**config.mk**
```make
export PLATFORM = sky130hd
export DESIGN_NAME = sc_t0_errctl
export DESIGN_NICKNAME = d
export VERILOG_FILES = /design/src/rtl/sc_t0_pkg.sv /design/src/rtl/sc_t0_parity.sv /design/src/rtl/sc_t0_rx_nack.sv /design/src/rtl/sc_t0_tx_retry.sv /design/src/rtl/sc_t0_errctl.sv
export SDC_FILE = /design/constraint.sdc
export NUM_CORES = 1
export LEC_CHECK = 0
export CAP_MARGIN = 10
export CELL_PAD_IN_SITES_DETAIL_PLACEMENT = 1
export CELL_PAD_IN_SITES_GLOBAL_PLACEMENT = 2
export CORE_ASPECT_RATIO = 2
export CORE_MARGIN = 10
export CORE_UTILIZATION = 34
export DETAILED_ROUTE_END_ITERATION = 10
export GPL_TIMING_DRIVEN = 0
export MAX_ROUTING_LAYER = met4
export PLACE_DENSITY = 0.79
export SYNTH_ARGS = -nofsm -noshare
export SYNTH_HDL_FRONTEND = slang
export SYNTH_SLANG_ARGS = --single-unit
```
**constraint.sdc**
```tcl
create_clock -name clk_i -period 1.3 [get_ports clk_i]
set_input_delay 0.26 -clock clk_i [delete_from_list [all_inputs] [get_ports clk_i]]
set_output_delay 0.26 -clock clk_i [all_outputs]
set_load 0.02 [all_outputs]
```
**src/rtl/sc_t0_pkg.sv**
```systemverilog
package sc_t0_pkg;
  localparam int unsigned DATA_W = 8;
  localparam int unsigned ITER_W = 3;
  localparam int unsigned GT_W   = 3;

  typedef enum logic [1:0] {RX_IDLE, RX_WAIT, RX_DRIVE} rx_st_e;
  typedef enum logic [0:0] {TX_IDLE, TX_WIN} tx_st_e;
endpackage

```
**src/rtl/sc_t0_parity.sv**
```systemverilog
module sc_t0_parity #(
  parameter int unsigned DW = sc_t0_pkg::DATA_W
) (
  input  logic [DW-1:0] data_i,
  input  logic          par_i,
  output logic          odd_o
);
  assign odd_o = ^{data_i, par_i};
endmodule

```
**src/rtl/sc_t0_rx_nack.sv**
```systemverilog
module sc_t0_rx_nack
  import sc_t0_pkg::*;
#(
  parameter int unsigned IW = ITER_W
) (
  input  logic          clk_i,
  input  logic          rst_ni,
  input  logic          rx_done_i,
  input  logic          perr_now_i,
  input  logic          inhibit_i,
  input  logic          cap_en_i,
  input  logic [IW-1:0] limit_i,
  input  logic          half_tick_i,
  output logic          nack_o,
  output logic          perr_o
);
  localparam logic [IW-1:0] CNT_MAX = '1;

  rx_st_e        st_q, st_d;
  logic [IW-1:0] run_q, run_d;
  logic          perr_q, perr_d;
  logic          hc_q, hc_d;
  logic          send;

  assign send = perr_now_i && !inhibit_i && (!cap_en_i || (run_q < limit_i));

  always_comb begin
    st_d   = st_q;
    run_d  = run_q;
    perr_d = perr_q;
    hc_d   = hc_q;
    case (st_q)
      RX_WAIT: if (half_tick_i) begin
        st_d = RX_DRIVE;
        hc_d = 1'b0;
      end
      RX_DRIVE: if (half_tick_i) begin
        if (hc_q) st_d = RX_IDLE;
        else      hc_d = 1'b1;
      end
      default: ;
    endcase
    if (rx_done_i) begin
      perr_d = perr_now_i;
      if (perr_now_i) run_d = (run_q == CNT_MAX) ? run_q : run_q + 1'b1;
      else            run_d = '0;
      st_d = send ? RX_WAIT : RX_IDLE;
    end
  end

  always_ff @(posedge clk_i or negedge rst_ni) begin
    if (!rst_ni) begin
      st_q   <= RX_IDLE;
      run_q  <= '0;
      perr_q <= 1'b0;
      hc_q   <= 1'b0;
    end else begin
      st_q   <= st_d;
      run_q  <= run_d;
      perr_q <= perr_d;
      hc_q   <= hc_d;
    end
  end

  assign nack_o = (st_q == RX_DRIVE);
  assign perr_o = perr_q;

  a_r2_inhibit_quiet: assert property (@(posedge clk_i) disable iff (!rst_ni)
    (rx_done_i && inhibit_i) |=> (st_q == RX_IDLE));
  a_r5_cap_quiet: assert property (@(posedge clk_i) disable iff (!rst_ni)
    (rx_done_i && perr_now_i && cap_en_i && (run_q >= limit_i)) |=> !nack_o);
  a_r8_rise_on_tick: assert property (@(posedge clk_i) disable iff (!rst_ni)
    $rose(nack_o) |-> $past(half_tick_i));
  a_r8_fall_on_tick: assert property (@(posedge clk_i) disable iff (!rst_ni)
    $fell(nack_o) |-> ($past(half_tick_i) || $past(rx_done_i)));
  a_r9_perr_follows: assert property (@(posedge clk_i) disable iff (!rst_ni)
    rx_done_i |=> (perr_o == $past(perr_now_i)));
endmodule

```
**src/rtl/sc_t0_tx_retry.sv**
```systemverilog
module sc_t0_tx_retry
  import sc_t0_pkg::*;
#(
  parameter int unsigned IW = ITER_W,
  parameter int unsigned GW = GT_W
) (
  input  logic          clk_i,
  input  logic          rst_ni,
  input  logic          tx_done_i,
  input  logic          line_i,
  input  logic          half_tick_i,
  input  logic [IW-1:0] limit_i,
  input  logic [GW-1:0] guard_i,
  output logic          retx_o,
  output logic          exh_o
);
  localparam int unsigned HALF_MAX = 2 * ((1 << GW) + 1);
  localparam int unsigned HC_W     = $clog2(HALF_MAX + 1);
  localparam logic [HC_W-1:0] SAMPLE_AT = HC_W'(2);

  tx_st_e          st_q, st_d;
  logic [HC_W-1:0] hc_q, hc_d, hc_n, guard_half;
  logic [IW-1:0]   rc_q, rc_d;
  logic            nk_q, nk_d, nk_eff;
  logic            exh_q, exh_d, retx_q, retx_d;

  assign guard_half = ({{(HC_W-GW){1'b0}}, guard_i} + HC_W'(2)) << 1;
  assign hc_n       = hc_q + 1'b1;
  assign nk_eff     = (hc_n == SAMPLE_AT) ? !line_i : nk_q;

  always_comb begin
    st_d   = st_q;
    hc_d   = hc_q;
    rc_d   = rc_q;
    nk_d   = nk_q;
    exh_d  = exh_q;
    retx_d = 1'b0;
    if (st_q == TX_WIN && half_tick_i) begin
      hc_d = hc_n;
      nk_d = nk_eff;
      if (hc_n == guard_half) begin
        st_d = TX_IDLE;
        if (nk_eff) begin
          if (rc_q < limit_i) begin
            retx_d = 1'b1;
            rc_d   = rc_q + 1'b1;
          end else begin
            exh_d = 1'b1;
            rc_d  = '0;
          end
        end else begin
          rc_d = '0;
        end
      end
    end
    if (tx_done_i) begin
      st_d  = TX_WIN;
      hc_d  = '0;
      nk_d  = 1'b0;
      exh_d = 1'b0;
    end
  end

  always_ff @(posedge clk_i or negedge rst_ni) begin
    if (!rst_ni) begin
      st_q   <= TX_IDLE;
      hc_q   <= '0;
      rc_q   <= '0;
      nk_q   <= 1'b0;
      exh_q  <= 1'b0;
      retx_q <= 1'b0;
    end else begin
      st_q   <= st_d;
      hc_q   <= hc_d;
      rc_q   <= rc_d;
      nk_q   <= nk_d;
      exh_q  <= exh_d;
      retx_q <= retx_d;
    end
  end

  assign retx_o = retx_q;
  assign exh_o  = exh_q;

  a_r11_single_pulse: assert property (@(posedge clk_i) disable iff (!rst_ni)
    retx_o |=> !retx_o);
  a_r11_on_tick: assert property (@(posedge clk_i) disable iff (!rst_ni)
    $rose(retx_o) |-> $past(half_tick_i));
  a_r12_exclusive: assert property (@(posedge clk_i) disable iff (!rst_ni)
    retx_o |-> !exh_o);
  a_r12_bound: assert property (@(posedge clk_i) disable iff (!rst_ni)
    retx_o |-> (rc_q <= limit_i));
  a_r12_clear_on_new: assert property (@(posedge clk_i) disable iff (!rst_ni)
    tx_done_i |=> !exh_o);
endmodule

```
**src/rtl/sc_t0_errctl.sv**
```systemverilog
module sc_t0_errctl
  import sc_t0_pkg::*;
(
  input  logic              clk_i,
  input  logic              rst_ni,
  input  logic [DATA_W-1:0] rx_data_i,
  input  logic              rx_par_i,
  input  logic              rx_done_i,
  input  logic              tx_done_i,
  input  logic              line_i,
  input  logic              half_tick_i,
  input  logic              inhibit_nack_i,
  input  logic              limit_nacks_i,
  input  logic [ITER_W-1:0] max_iter_i,
  input  logic [GT_W-1:0]   guard_code_i,
  output logic              nack_drive_o,
  output logic              perr_o,
  output logic              retx_req_o,
  output logic              retry_exh_o
);
  logic [1:0]        rs_q;
  logic              rst_n;
  logic              odd;
  logic [ITER_W-1:0] limit;

  always_ff @(posedge clk_i or negedge rst_ni) begin
    if (!rst_ni) rs_q <= 2'b00;
    else         rs_q <= {rs_q[0], 1'b1};
  end
  assign rst_n = rs_q[1];

  assign limit = (max_iter_i == '0) ? ITER_W'(1) : max_iter_i;

  sc_t0_parity #(.DW(DATA_W)) u_par (
    .data_i (rx_data_i),
    .par_i  (rx_par_i),
    .odd_o  (odd)
  );

  sc_t0_rx_nack #(.IW(ITER_W)) u_rx (
    .clk_i       (clk_i),
    .rst_ni      (rst_n),
    .rx_done_i   (rx_done_i),
    .perr_now_i  (odd),
    .inhibit_i   (inhibit_nack_i),
    .cap_en_i    (limit_nacks_i),
    .limit_i     (limit),
    .half_tick_i (half_tick_i),
    .nack_o      (nack_drive_o),
    .perr_o      (perr_o)
  );

  sc_t0_tx_retry #(.IW(ITER_W), .GW(GT_W)) u_tx (
    .clk_i       (clk_i),
    .rst_ni      (rst_n),
    .tx_done_i   (tx_done_i),
    .line_i      (line_i),
    .half_tick_i (half_tick_i),
    .limit_i     (limit),
    .guard_i     (guard_code_i),
    .retx_o      (retx_req_o),
    .exh_o       (retry_exh_o)
  );

  a_r7_limit_nonzero: assert property (@(posedge clk_i) disable iff (!rst_n)
    (limit != '0));
endmodule

```
Yosys cells after proc, flatten, opt, wreduce, memory -nomap -nowiden
Cells that the tools add are included.
Widths: inputs -> output; s select.

storage, ports and cells
  register bits = 21
  input port bits = 23
  output and inout bits = 4

operators by class
  $add $sub $neg = 4
  order comparisons = 2
  equality and inequality tests = 12
  multiplexer cells = 31
  reductions and logical operators = 20

operators with widths
  kind                 count
  $mux 1               18
  $mux 3               5
  $mux 5               2
  $reduce_xor 9->1     1
  $mux 2               4
  $ne 2x2->1 const B   4
  $reduce_and 4->1     2
  $reduce_bool 2->1    4
  $add 3x1->3 const B  2
  $lt 3x3->1           2
  $ne 3x3->1 const B   2
  $reduce_and 2->1     3
  $add 5x1->5 const B  1
  $eq 5x2->1 const B   1
  $eq 5x5->1           1
  $add 3x2->4 const B  1
  $pmux 2 s2           1
  $eq 3x3->1 const B   1
  $logic_and 1x1->1    3
  $logic_not 1->1      3
  $logic_not 3->1      1
  $ne 3x2->1 const B   1
  $reduce_and 3->1     1
  $reduce_bool 3->1    1
  other kinds (4)      4

Longest topological paths before layout
  depth after elaboration = 8
  mapped depth = 7
  depth with buffers taken out = 7

Modules after synthesis
A second synthesis with hierarchy kept.

unflattened totals
  cells, all modules = 140
  area total of the unflattened synthesis = 1363.8 sq um

by module, submodules not included
  module          times used  cells each  area an instance (sq um)
  sc_t0_tx_retry  1           82          807.0
  sc_t0_rx_nack   1           45          405.4
  sc_t0_parity    1           7           82.6
  sc_t0_errctl    1           6           68.8

Worst setup path before layout
OpenSTA, ideal clock, no wires.

  path type = register to register
  from = register u_tx.hc_q[0]
  to = register u_tx.rc_q[2]
  setup time = 0.080 ns
  data arrival time = 1.622 ns
  data required time = 1.220 ns
  path slack = -0.403 ns
  stages on the path, launching flop included = 6
  path buffers = 0
  period minus slack after synthesis = 1.703 ns
  path through = dfrtp_1 > ha_1 > nor4_1 > o21a_2 > o2111ai_2 > o211ai_2

between the ends
  cells in the longest elaborated chain, start to end = 4

ends and longest elaborated chain
  what                      line                  source
  start: declaration        sc_t0_tx_retry.sv:22  logic [HC_W-1:0] hc_q, hc_d, hc_n, guard_half;
  start signal: assignment  sc_t0_tx_retry.sv:67  hc_q <= '0;
  start signal: assignment  sc_t0_tx_retry.sv:74  hc_q <= hc_d;
  $add 5x1->5 *             sc_t0_tx_retry.sv:28  assign hc_n = hc_q + 1'b1;
  $eq 5x2->1                sc_t0_tx_retry.sv:29  assign nk_eff = (hc_n == SAMPLE_AT) ? !line_i : nk_q;
  $mux 1                    sc_t0_tx_retry.sv:29
  $mux 3                    sc_t0_tx_retry.sv:43  if (nk_eff) begin
  end signal: assignment    sc_t0_tx_retry.sv:75  rc_q <= rc_d;
  end: declaration          sc_t0_tx_retry.sv:23  logic [IW-1:0] rc_q, rc_d;

Mark *: on every way between the ends. The rest lies on a longest branch, timed or not.
A chain may end at the register's enable or synchronous reset.

Final worst setup path
  from = register u_tx.hc_q[0]
  to = register u_tx.exh_q, in the netlist u_tx.exh_o

between the ends
  cells in the longest elaborated chain, start to end = 5

ends and longest elaborated chain
  what                                 line                  source
  $add 5x1->5 *                        sc_t0_tx_retry.sv:28
  $eq 5x2->1                           sc_t0_tx_retry.sv:29
  $mux 1                               sc_t0_tx_retry.sv:29
  $reduce_bool 2->1 (no source line)   -
  $reduce_and 4->1 (no source line) *  -
  end signal: assignment               sc_t0_tx_retry.sv:77  exh_q <= exh_d;
  end: declaration                     sc_t0_tx_retry.sv:25  logic exh_q, exh_d, retx_q, retx_d;

Marked as above.

==> results.ini <==
[clocking]
cts_made_buffers = 3
cts_sinks = 21
clock_latency_ns = 0.26
cts_max_level = 1
cts_root_buf = clkbuf_8
cts_tree = built
path_clk_slew_ns = 0.07
clockBufferDepth = 2

[worst_setup_path]
required_ns = 1.45
worst_setup_path_end_kind = register
r2r_setup_slack_ns = -0.46
reg2regPathDepth = 5
cp_data_arrival_time_ns = 1.91
worstSetupStartpointType = register
crit_path_max_fanout = 6
regToRegStartpoint = u_tx.hc_q[0]
crit_type = reg -> reg
rr_endpoint = u_tx.exh_o

[synthesis]
synth_seq_area_share = 0.389
ys_ff_latch = 21
synth_nets = 166
yosys_warnings = 0
synth_area_um2 = 1350
syn_avg_cell_area_um2 = 10.2
synth-async-reset-ratio = 1.00
yosysUniqueCellTypes = 40
synthFlopType = dfrtp_1
synth_edf_count = 0
syn-instance-count = 133

[final_layout]
layout-drive-gt1-share = 0.412
stdcell_count = 228
register_area_um2 = 531
syn2layout_area_growth_pct = 56.2
nFillCells = 440
antennaDiodeCount = 0
multi_input_area_um2 = 1070
nets = 211

[detailed_routing]
routed_wl_um = 4000
viasPerCell = 5.04
vias = 1149
routedWlPerCell_um = 17.6
drc = 0
ant_nets = 0
drt_iter0_drc = 27
drtPass1Iterations = 3

[status]
status = finished, violations left
failed_checks = negative setup slack

[pwr]
p_total_uw = 2230
ir_drop_mv = 0.831
powerDensity_nw_per_um2 = 1050
p_leak_uw = 0.000927

[sta]
fin_skew_ns = 0.00381
slew-limit-headroom = 0.485
setup_ws_ns = -0.462
worst_pin_slew_ns = 0.773
hold_viol = 0
rsz0062_at_grt = true
maxSlewViolCount = 0
period_needed_ns = 1.76
setup_viol = 13
fin_crit_sh = 1.36
fmax_mhz = 567

[floorplan]
core_um2 = 3840
chipWidth_um = 64.6
pin_count = 27
row_count = 32
die_area_um2 = 7050
start_util = 0.352
die_y_um = 109

[placement]
gp_congestion = 0.750
place_hpwl_um = 2780
io_buffers = 25
place_inst = 209

[min_path]
hp-class = in -> async

[global_route]
grt_pass1_wl_um = 6140
antenna_found_initial = 0
grt_usage = 0.114
gr-total-overflow = 0
grt_pass1_vias = 1300
grt_max_degree = 20

[job]
drv_cap = 0

-- metrics by stage --
stage	area [µm²]	hold slack [ns]	setup slack [ns]	util	setup TNS, ns
after floorplan	1380	-0.0356	-0.283	-	-1.68
after global placement	1690	0.336	-0.763	0.440	-8.38
after detailed placement	1690	0.360	-0.881	0.440	-9.28
after CTS	1940	0.160	-0.429	0.506	-3.08
after global routing	2110	0.156	-0.502	0.550	-3.98
final	2110	0.164	-0.462	0.550	-3.28
-- logic make-up (layout without fill, tap and decap cells) --
| kind of cell | after synthesis | after routing | synth area share |
|---|---|---|---|
| simple gates | 35 | 35 | 0.133 |
| buf+inv | 13 | 57 | 0.0472 |
| compound gates | 33 | 33 | 0.187 |
| mux | 3 | 3 | 0.0231 |
| xor+xnor | 17 | 17 | 0.126 |
| other cells | 1 | 1 | 0.00277 |
| fa+ha+maj | 10 | 10 | 0.0925 |
| flops | 21 | 21 | 0.389 |
-- report_power, final --
group | switching (µW) | total (µW) | internal (µW) | leakage (µW)
sequential | 119 | 867 | 748 | 0.000268
combinational | 434 | 943 | 508 | 0.000636
clock | 201 | 419 | 218 | 0.0000228
-- synthesized netlist by cell type (all sizes together), types with 2 or more instances --
master	n	share of area
dfrtp	21	0.39
xnor2	12	0.083
ha	10	0.093
inv	10	0.028
nand2	10	0.028
a21oi	9	0.033
nor2	8	0.022
o21ai	7	0.026
nand2b	5	0.023
o211ai	5	0.035
xor2	4	0.026
buf	3	0.019
a21o	2	0.011
mux2i	2	0.015
nand3	2	0.0074
nand4	2	0.014
nor2b	2	0.0092
o2111ai	2	0.018
or3	2	0.0092
-- worst max path at each step --
stage / from / endpoint / slack (ns) / cells past startpoint
floorplan: u_tx.hc_q[1] / u_tx.rc_q[2] / -0.28 / 7
global placement: guard_code_i[1] / u_tx.exh_o / -0.76 / 6
detailed placement: guard_code_i[1] / u_tx.exh_o / -0.88 / 6
CTS: u_tx.hc_q[0] / u_tx.rc_q[2] / -0.43 / 6
global route: u_tx.hc_q[0] / u_tx.rc_q[2] / -0.50 / 6
finish: u_tx.hc_q[0] / u_tx.exh_o / -0.46 / 5
-- repair_timing --
action | in CTS | in global routing
gates resized for setup | 53 | 27
buffers inserted | 9 | 6
setup endpoints to repair | 18 | 15
pin swaps | 21 | 17
hold buffers | 0 | 0
endpoints found under the hold margin | 0 | 0
-- routing by layer --
layer  up-vias  GRT usage  routed length [µm]
met5         -          -                   0
met4         0     0.0477                 118
met3        10     0.0154                  50
met2        18      0.244                2590
met1       570     0.0876                1250
li1        551          -                   -
-- sequential cells by signal, indices dropped and copies added, names as in the netlist --
name and cells:
u_tx.hc_q 5, u_rx.run_q 3, u_tx.rc_q 3, rs_q 2
u_rx.st_q 2, u_rx.hc_q 1, u_rx.perr_o 1, u_tx.exh_o 1
u_tx.nk_q 1, u_tx.retx_o 1, u_tx.st_q 1
-- layout by cell type, fill, tap and decap left out, types with 2 or more instances in the layout --
master	instances
a21o_1	2
a21oi_1	4
a21oi_2	4
buf_2	3
buf_4	12
buf_6	5
clkbuf_2	2
clkbuf_8	3
clkdlybuf4s50_1	10
dfrtp_1	17
dfrtp_2	4
dlygate4sd2_1	7
ha_1	3
ha_4	7
inv_1	8
inv_2	2
mux2i_1	2
nand2_1	8
nand2_2	2
nand2b_1	3
nand2b_4	2
nor2_1	8
o211ai_1	3
o21ai_0	3
o21ai_1	3
xnor2_1	4
xnor2_2	7
xor2_1	3
-- layout make-up --
class                      count  share of cell area
buffer                         3              0.0124
timing repair buffer          40               0.163
clock buffer                   4              0.0213
tap                           51              0.0302
sequential                    21               0.251
inverter                      10              0.0178
multi-input combinational     99               0.504
-- critical path, stage by stage (launching register included) --
cell,delay [ns]
dfrtp_2,0.48
ha_4,0.21
nor4_4,0.31
o21a_4,0.21
o21ai_1,0.07
o41ai_2,0.36
No activity file was read; power rests on OpenSTA's default activity.
